===== src/rtl/err_rpt_pkg.sv =====
package err_rpt_pkg;
  localparam int unsigned ST_N    = 7;
  localparam int unsigned ST_MDPE = 0;
  localparam int unsigned ST_DPE  = 1;
  localparam int unsigned ST_UDE  = 2;
  localparam int unsigned ST_ADPE = 3;
  localparam int unsigned ST_SSE  = 4;
  localparam int unsigned ST_FED  = 5;
  localparam int unsigned ST_NFED = 6;
  localparam int unsigned SRC_N   = 2;
  localparam int unsigned SRC_RD  = 0;
  localparam int unsigned SRC_WR  = 1;
endpackage


===== src/rtl/err_sts_bank.sv =====
module err_sts_bank #(
  parameter int unsigned N = 7
) (
  input  logic         clk_i,
  input  logic         rst_ni,
  input  logic [N-1:0] set_i,
  input  logic [N-1:0] clr_i,
  output logic [N-1:0] q_o
);
  for (genvar i = 0; i < N; i++) begin : g_bit
    always_ff @(posedge clk_i or negedge rst_ni) begin
      if (!rst_ni)        q_o[i] <= 1'b0;
      else if (set_i[i])  q_o[i] <= 1'b1;
      else if (clr_i[i])  q_o[i] <= 1'b0;
    end
  end


  set_wins_chk: assert property (@(posedge clk_i) disable iff (!rst_ni)
    (set_i != '0) |=> ((q_o & $past(set_i)) == $past(set_i)));

  clr_takes_chk: assert property (@(posedge clk_i) disable iff (!rst_ni)
    ((clr_i & ~set_i) != '0) |=> ((q_o & $past(clr_i & ~set_i)) == '0));
endmodule


===== src/rtl/err_hdr_log.sv =====
module err_hdr_log
  import err_rpt_pkg::*;
#(
  parameter int unsigned HDR_W = 32
) (
  input  logic             clk_i,
  input  logic             rst_ni,
  input  logic [SRC_N-1:0] cap_i,
  input  logic [SRC_N-1:0] ptr_clr_i,
  input  logic [HDR_W-1:0] hdr_i,
  output logic             fep_vld_o,
  output logic             fep_idx_o,
  output logic [HDR_W-1:0] hdr_o
);
  logic vld_eff, take, idx_d;

  // pointer drops when the bit it names is cleared
  assign vld_eff = fep_vld_o & ~ptr_clr_i[fep_idx_o];
  assign take    = ~vld_eff & (cap_i != '0);
  assign idx_d   = cap_i[SRC_RD] ? 1'(SRC_RD) : 1'(SRC_WR);

  always_ff @(posedge clk_i or negedge rst_ni) begin
    if (!rst_ni) begin
      fep_vld_o <= 1'b0;
      fep_idx_o <= 1'b0;
      hdr_o     <= '0;
    end else if (take) begin
      fep_vld_o <= 1'b1;
      fep_idx_o <= idx_d;
      hdr_o     <= hdr_i;
    end else begin
      fep_vld_o <= vld_eff;
    end
  end


  log_hold_chk: assert property (@(posedge clk_i) disable iff (!rst_ni)
    (fep_vld_o && !ptr_clr_i[fep_idx_o]) |=> ($stable(hdr_o) && $stable(fep_idx_o) && fep_vld_o));

  ptr_drop_chk: assert property (@(posedge clk_i) disable iff (!rst_ni)
    (fep_vld_o && ptr_clr_i[fep_idx_o] && cap_i == '0) |=> !fep_vld_o);
endmodule


===== src/rtl/err_msg_gen.sv =====
module err_msg_gen
  import err_rpt_pkg::*;
(
  input  logic             clk_i,
  input  logic             rst_ni,
  input  logic [SRC_N-1:0] ev_i,
  input  logic [SRC_N-1:0] mask_i,
  input  logic [SRC_N-1:0] sev_i,
  input  logic             serr_en_i,
  input  logic             fatal_en_i,
  input  logic             nonfatal_en_i,
  input  logic             ack_i,
  output logic             sse_set_o,
  output logic             req_o,
  output logic             fatal_o
);
  logic [SRC_N-1:0] gen;
  logic             any_gen, gen_fatal, keep;

  for (genvar s = 0; s < SRC_N; s++) begin : g_src
    assign gen[s] = ev_i[s] & ~mask_i[s] &
                    (serr_en_i | (sev_i[s] ? fatal_en_i : nonfatal_en_i));
  end

  assign any_gen   = gen != '0;
  assign gen_fatal = (gen & sev_i) != '0;
  assign sse_set_o = any_gen & serr_en_i;
  assign keep      = req_o & ~ack_i;

  always_ff @(posedge clk_i or negedge rst_ni) begin
    if (!rst_ni) begin
      req_o   <= 1'b0;
      fatal_o <= 1'b0;
    end else if (any_gen) begin
      req_o   <= 1'b1;
      fatal_o <= (keep & fatal_o) | gen_fatal;
    end else if (ack_i) begin
      req_o   <= 1'b0;
      fatal_o <= 1'b0;
    end
  end


  msg_hold_chk: assert property (@(posedge clk_i) disable iff (!rst_ni)
    (req_o && !ack_i) |=> (req_o && (fatal_o || !$past(fatal_o))));

  msg_masked_chk: assert property (@(posedge clk_i) disable iff (!rst_ni)
    (!req_o && ((ev_i & ~mask_i) == '0)) |=> !req_o);
endmodule


===== src/rtl/err_cpl_track.sv =====
module err_cpl_track (
  input  logic clk_i,
  input  logic rst_ni,
  input  logic rd_err_i,
  input  logic rd_done_i,
  input  logic wr_perr_i,
  input  logic wr_done_i,
  input  logic wr_data_xfer_i,
  output logic cpl_vld_o,
  output logic cpl_ur_o,
  output logic cpl_poison_o
);
  logic rd_flag_q, wr_flag_q, rd_bad, wr_bad;

  assign rd_bad = rd_flag_q | rd_err_i;
  assign wr_bad = wr_flag_q | wr_perr_i;

  always_ff @(posedge clk_i or negedge rst_ni) begin
    if (!rst_ni) begin
      rd_flag_q    <= 1'b0;
      wr_flag_q    <= 1'b0;
      cpl_vld_o    <= 1'b0;
      cpl_ur_o     <= 1'b0;
      cpl_poison_o <= 1'b0;
    end else begin
      rd_flag_q    <= rd_done_i ? 1'b0 : rd_bad;
      wr_flag_q    <= wr_done_i ? 1'b0 : wr_bad;
      cpl_vld_o    <= rd_done_i | wr_done_i;
      cpl_poison_o <= rd_done_i & rd_bad;
      cpl_ur_o     <= ~rd_done_i & wr_done_i & wr_bad & wr_data_xfer_i;
    end
  end


  done_excl_chk: assert property (@(posedge clk_i) disable iff (!rst_ni)
    !(rd_done_i && wr_done_i));

  no_early_cpl_chk: assert property (@(posedge clk_i) disable iff (!rst_ni)
    (!rd_done_i && !wr_done_i) |=> !cpl_vld_o);

  cpl_excl_chk: assert property (@(posedge clk_i) disable iff (!rst_ni)
    cpl_vld_o |-> !(cpl_ur_o && cpl_poison_o));
endmodule


===== src/rtl/sec_data_err_rpt.sv =====
module sec_data_err_rpt
  import err_rpt_pkg::*;
#(
  parameter int unsigned HDR_W = 32
) (
  input  logic             clk_i,
  input  logic             rst_ni,
  input  logic             rd_err_i,
  input  logic             rd_done_i,
  input  logic             wr_perr_i,
  input  logic             wr_done_i,
  input  logic             wr_data_xfer_i,
  input  logic [HDR_W-1:0] hdr_i,
  input  logic             perr_rsp_en_i,
  input  logic             serr_en_i,
  input  logic             fatal_rpt_en_i,
  input  logic             nonfatal_rpt_en_i,
  input  logic             ude_mask_i,
  input  logic             ude_sev_i,
  input  logic             adpe_mask_i,
  input  logic             adpe_sev_i,
  input  logic [ST_N-1:0]  sts_clr_i,
  input  logic             msg_ack_i,
  output logic [ST_N-1:0]  sts_o,
  output logic             fep_vld_o,
  output logic             fep_idx_o,
  output logic [HDR_W-1:0] hdr_log_o,
  output logic             perr_o,
  output logic             msg_req_o,
  output logic             msg_fatal_o,
  output logic             cpl_vld_o,
  output logic             cpl_ur_o,
  output logic             cpl_poison_o
);
  logic [SRC_N-1:0] ev, mask, sev, ptr_clr;
  logic [ST_N-1:0]  sts_set;
  logic             sse_set;

  assign ev[SRC_RD]      = rd_err_i;
  assign ev[SRC_WR]      = wr_perr_i;
  assign mask[SRC_RD]    = ude_mask_i;
  assign mask[SRC_WR]    = adpe_mask_i;
  assign sev[SRC_RD]     = ude_sev_i;
  assign sev[SRC_WR]     = adpe_sev_i;
  assign ptr_clr[SRC_RD] = sts_clr_i[ST_UDE];
  assign ptr_clr[SRC_WR] = sts_clr_i[ST_ADPE];

  always_comb begin
    sts_set          = '0;
    sts_set[ST_MDPE] = (rd_err_i | wr_perr_i) & perr_rsp_en_i;
    sts_set[ST_DPE]  = rd_err_i;
    sts_set[ST_UDE]  = rd_err_i;
    sts_set[ST_ADPE] = wr_perr_i;
    sts_set[ST_SSE]  = sse_set;
    sts_set[ST_FED]  = (ev & sev) != '0;
    sts_set[ST_NFED] = (ev & ~sev) != '0;
  end

  always_ff @(posedge clk_i or negedge rst_ni) begin
    if (!rst_ni) perr_o <= 1'b0;
    else         perr_o <= rd_err_i & perr_rsp_en_i;
  end

  err_sts_bank #(.N(ST_N)) i_sts (
    .clk_i, .rst_ni, .set_i(sts_set), .clr_i(sts_clr_i), .q_o(sts_o)
  );

  err_hdr_log #(.HDR_W(HDR_W)) i_log (
    .clk_i, .rst_ni, .cap_i(ev & ~mask), .ptr_clr_i(ptr_clr), .hdr_i,
    .fep_vld_o, .fep_idx_o, .hdr_o(hdr_log_o)
  );

  err_msg_gen i_msg (
    .clk_i, .rst_ni, .ev_i(ev), .mask_i(mask), .sev_i(sev), .serr_en_i,
    .fatal_en_i(fatal_rpt_en_i), .nonfatal_en_i(nonfatal_rpt_en_i),
    .ack_i(msg_ack_i), .sse_set_o(sse_set), .req_o(msg_req_o), .fatal_o(msg_fatal_o)
  );

  err_cpl_track i_cpl (
    .clk_i, .rst_ni, .rd_err_i, .rd_done_i, .wr_perr_i, .wr_done_i, .wr_data_xfer_i,
    .cpl_vld_o, .cpl_ur_o, .cpl_poison_o
  );


  perr_gate_chk: assert property (@(posedge clk_i) disable iff (!rst_ni)
    perr_o |-> $past(rd_err_i && perr_rsp_en_i));

  sse_gate_chk: assert property (@(posedge clk_i) disable iff (!rst_ni)
    $rose(sts_o[ST_SSE]) |-> ($past(serr_en_i) && $rose(msg_req_o) || $past(serr_en_i && msg_req_o)));

  adpe_set_chk: assert property (@(posedge clk_i) disable iff (!rst_ni)
    wr_perr_i |=> sts_o[ST_ADPE]);
endmodule


===== config.mk =====
export PLATFORM = sky130hd
export DESIGN_NAME = sec_data_err_rpt
export DESIGN_NICKNAME = d
export VERILOG_FILES = /design/src/rtl/err_rpt_pkg.sv /design/src/rtl/err_sts_bank.sv /design/src/rtl/err_hdr_log.sv /design/src/rtl/err_msg_gen.sv /design/src/rtl/err_cpl_track.sv /design/src/rtl/sec_data_err_rpt.sv
export SDC_FILE = /design/constraint.sdc
export NUM_CORES = 1
export LEC_CHECK = 0
export ABC_CLOCK_PERIOD_IN_PS = 1700
export BUFFER_PORTS_ARGS = -buffer_cell sky130_fd_sc_hd__buf_2
export CAP_MARGIN = 20
export CORE_ASPECT_RATIO = 0.7
export CORE_UTILIZATION = 40
export DETAILED_ROUTE_END_ITERATION = 16
export PLACE_DENSITY = 0.72
export SYNTH_ARGS = -nofsm -noshare
export SYNTH_HDL_FRONTEND = slang
export SYNTH_SLANG_ARGS = --single-unit

===== constraint.sdc =====
create_clock -name clk_i -period 1.7 [get_ports clk_i]
set_input_delay 0.34 -clock clk_i [delete_from_list [all_inputs] [get_ports clk_i]]
set_output_delay 0.34 -clock clk_i [all_outputs]
set_load 0.01 [all_outputs]

After elaboration in Yosys (flattened, before gate mapping)

Index checks and enable logic that the tools add are counted.

Bits in registers: 49
Output and inout port bits: 47
Input port bits: 55
Word-level logic and storage cells: 91

$lt $le $gt $ge: 1
Reduce and logical (&&, ||, !) cells: 13
Multiplexer cells: 25
Bitwise operators: 34

Operator list:

| cell                 | number |
|---|---|
| $reduce_bool A2 Y1   | 13 |
| $mux W1              | 25 |
| $and A1 B1 Y1        | 15 |
| $and A2 B2 Y2        | 4 |
| $or A1 B1 Y1         | 7 |
| $not A1 Y1           | 6 |
| $not A2 Y2           | 2 |
| $lt A1 B2 Y1 const B | 1 |

Logic depth before layout (Yosys ltp)

Depth after elaboration: 7
Depth in mapped cells: 6
Gate-level depth less buffers: 4

By module

Synthesis repeated with hierarchy kept, for this count alone.

Cell total of the unflattened synthesis: 139
Area, all modules: 1969.4 um^2

By module, submodules not included:

| module           | cells an instance | times used | area an instance (um^2) | sequential area each (um^2) |
|---|---|---|---|---|
| err_hdr_log      | 79                | 1          | 1303.8                  | 850.8 |
| err_sts_bank     | 21                | 1          | 254.0                   | 175.2 |
| err_msg_gen      | 17                | 1          | 172.7                   | 50.0 |
| err_cpl_track    | 13                | 1          | 161.4                   | 125.1 |
| sec_data_err_rpt | 9                 | 1          | 77.6                    | 25.0 |

Least setup slack after synthesis

Ideal clock, no wire load.

Path type: input -> register
Start: input rd_err_i
End: register i_log.hdr_o[15]
Slack: 225 ps
Setup time: 125 ps
Path buffers: 2
Arrival: 1350 ps
Cell stages on the path: 6
Cells stage by stage: buf_6 > nor2b_4 > nor2_4 > a21oi_4 > buf_6 > mux2_2

Cells in the longest elaborated chain, start to end: 3

RTL lines:

| what                 | line                   | RTL |
|---|---|---|
| start, declared      | sec_data_err_rpt.sv:8  | `input logic rd_err_i,` |
| $and A2 B2 Y2        | sec_data_err_rpt.sv:69 | `.clk_i, .rst_ni, .cap_i(ev & ~mask), .ptr_clr_i(ptr_clr), .hdr_i,` |
| $reduce_bool A2 Y1   | err_hdr_log.sv:19      | `assign take = ~vld_eff & (cap_i != '0);` |
| $and A1 B1 Y1        | err_hdr_log.sv:19      |  |
| end signal, assigned | err_hdr_log.sv:30      | `hdr_o <= hdr_i;` |
| end, declared        | err_hdr_log.sv:13      | `output logic [HDR_W-1:0] hdr_o` |

Every way passes these cells.
A chain may end at the register's enable or synchronous reset.

Worst setup path after layout

Start: register i_log.fep_idx_o
End: register i_log.hdr_o[7]

Cells in the longest elaborated chain, start to end: 6

RTL lines:

| what                                       | line              | RTL |
|---|---|---|
| start, declared                            | err_hdr_log.sv:12 | `output logic fep_idx_o,` |
| start signal, assigned                     | err_hdr_log.sv:29 | `fep_idx_o <= idx_d;` |
| $mux W1 (implied by the code) (2 in a row) | err_hdr_log.sv:18 | `assign vld_eff = fep_vld_o & ~ptr_clr_i[fep_idx_o];` |
| $not A1 Y1                                 | err_hdr_log.sv:18 |  |
| $and A1 B1 Y1                              | err_hdr_log.sv:18 |  |
| $not A1 Y1                                 | err_hdr_log.sv:19 |  |
| $and A1 B1 Y1                              | err_hdr_log.sv:19 |  |

Every way passes these cells. The select of a mux whose other input is x is not followed.

==> impl_metrics.tcl <==
set metrics [dict create \
    fin_nets 304 \
    end_kind "flip-flop" \
    cts_tree "yes" \
    postRouteAntennaNets 0 \
    cellLeakagePower_nw 1.34 \
    dp_hpwl_um 2940 \
    syn_area_per_cell_um2 14.0 \
    start_util_pct 43.3 \
    critPathKind "flip-flop to flip-flop" \
    worstSetupStartpointType "flip-flop" \
    drc 0 \
    track_usage_pct 16.1 \
    vias_per_cell 4.55 \
    clkSinkCount 49 \
    postCtsHoldBufs 0 \
    hold_violations 0 \
    cts.reportedPaths.clkPinSlew_ps 80 \
    drtIter0Drc 43 \
    cp.arrival_ps 1660 \
    antenna_found_initial 0 \
    grt_pass1_vias 1401 \
    coreArea_um2 4530 \
    worstMarginPinSlew_ps 506 \
    yosys.cell_types.count 27 \
    cts-resized-gates 0 \
    worstPathRequired_ps 1870 \
    die_h_um 60.6 \
    grt_max_degree 50 \
    ys_ff_latch 49 \
    worstPathMaxFanout 32 \
    clock.fmax_mhz 674 \
    cts_made_buffers 5 \
    maxSlewViolCount 0 \
    setup-tns-final_ps 0 \
    p_per_area_nw_per_um2 1130 \
    h-tree-depth 2 \
    wl_um 3860 \
    min_path_type "input port to asynchronous set/reset pin" \
    fin_crit_sh_pct 87.2 \
    synth_fp_nets 195 \
    setup_viol 0 \
    mostFrequentLayoutCells "buf_2 (101), dfrtp_1 (49), mux2_2 (31), inv_1 (11), o21ai_0 (7)" \
    dieArea_um2 5190 \
    post-route-util_pct 58.6 \
    area_delta_synth_final_pct 35.5 \
    rsz0062_at_grt "no" \
    grt_first_pass_wirelength_um 6310 \
    diodes 0 \
    slew_headroom_pct 65.8 \
    num_rows 20 \
    power_mw 3.00 \
    die_width_um 85.7 \
    syn_area_um2 1960 \
    final_common_cell "buf_2" \
    clockBufferDepth 2 \
    gp_congestion 0.702 \
    whs_ps 20.3 \
    io_pins 102 \
    cts_root_buffer "clkbuf_8" \
    finalCriticalPeriod_ps 1480 \
    io_buffers 101 \
    status "complete, no violations" \
    yosysWarnings 0 \
    post-cts-setup-buffers 0 \
    vias 1432 \
    dr.pass1.iters 4 \
    clock_latency_ps 290 \
    drive_gt1_share_pct 59.4 \
    skew_ps 8.08 \
    wl_per_cell_um 12.2 \
    ys_seq_area_share_pct 62.5 \
    max_cap_violations 0 \
    ir_drop_mv 0.536 \
    postSynthCellCount 140 \
    grt.overflow.total 0 \
]
## critical path, cell delays in order (launching register included)
cell     delay, ps
dfrtp_1        410
mux2i_1        180
a21oi_4        190
buf_12         210
mux2_2         350
## synth_stat cells (all sizes together)
library cell  number  area [µm²]
a211o              2        17.5
a21o               3        22.5
a21oi              5        36.3
a22oi              2        15.0
and2               1        6.26
and2b              1        7.51
buf                4        45.0
dfrtp             49        1230
inv               11        41.3
mux2              32         360
mux2i              1        10.0
nand2              3        11.3
nand2b             1        6.26
nor2               6        30.0
nor2b              4        32.5
nor3               1        5.00
o211ai             1        7.51
o21ai              7        35.0
o221ai             1        8.76
o22ai              2        12.5
o311ai             1        8.76
o32ai              1        8.76
or2                1        6.26
## stage by stage
| stage | instance area, µm² | setup WS [ps] | std cells |
|---|---|---|---|
| after global placement | 2570 | 136 | 308 |
| final | 2660 | 217 | 315 |
| after CTS | 2660 | 206 | 315 |
| after detailed placement | 2570 | 110 | 308 |
| after floorplan | 1960 | 225 | 140 |
| after global routing | 2660 | 144 | 315 |
## where the power goes
part           switching, mW  internal, mW
combinational          0.378         0.430
sequential             0.116          1.40
clock                  0.351         0.322
total                  0.845          2.15
## cells by family (layout without fill, tap and decap cells)
| kind of cell | Yosys count | count (layout) | synth area share (%) |
|---|---|---|---|
| AO/OA/AOI/OAI | 25 | 25 | 8.81 |
| buffers and inverters | 15 | 124 | 4.40 |
| flip-flops | 49 | 49 | 62.5 |
| multiplexers | 33 | 33 | 18.9 |
| AND/OR/NAND/NOR | 18 | 18 | 5.36 |
## flip-flops by register name (all words and copies together) (netlist names)
signal and flops:
i_cpl.cpl_poison_o 1, i_cpl.cpl_ur_o 1, i_cpl.cpl_vld_o 1, i_cpl.rd_flag_q 1, i_cpl.wr_flag_q 1, i_log.fep_idx_o 1
i_log.fep_vld_o 1, i_log.hdr_o 32, i_msg.fatal_o 1, i_msg.req_o 1, i_sts.q_o 7, perr_o 1
## worst paths after layout
path / startpoint / endpoint / slack, ps / cells past startpoint
setup reg to reg: i_log.fep_idx_o / i_log.hdr_o[7] / 220 / 4
min in group clk_i: wr_done_i / i_cpl.wr_flag_q / 210 / 2
max in group asynchronous: rst_ni / i_sts.q_o[4] / 1470 / 2
hold reg to reg: i_cpl.wr_flag_q / i_cpl.wr_flag_q / 490 / 2
hold / removal: rst_ni / i_log.hdr_o[13] / 20 / 2
setup / recovery: i_log.fep_idx_o / i_log.hdr_o[7] / 220 / 4
## final cells by class
| cell class | count | area (µm²) |
|---|---|---|
| Multi-Input combinational cell | 76 | 648 |
| Clock inverter | 1 | 7.51 |
| Fill cell | 381 | 1870 |
| Tap cell | 66 | 82.6 |
| Inverter | 11 | 41.3 |
| Clock buffer | 6 | 82.6 |
| Sequential cell | 49 | 1230 |
| Timing Repair Buffer | 106 | 568 |
## routing by layer
layer | up-vias | wire length, µm | share of wire [%] | global-route usage [%]
li1 | 705 | - | - | -
met2 | 49 | 1710 | 44 | 25.6
met5 | - | 0 | 0 | 0
met3 | 7 | 254 | 6.6 | 5.31
met1 | 671 | 1850 | 48 | 21.2
met4 | 0 | 41 | 1.1 | 5.48
No activity file was read; power rests on OpenSTA's default activity.
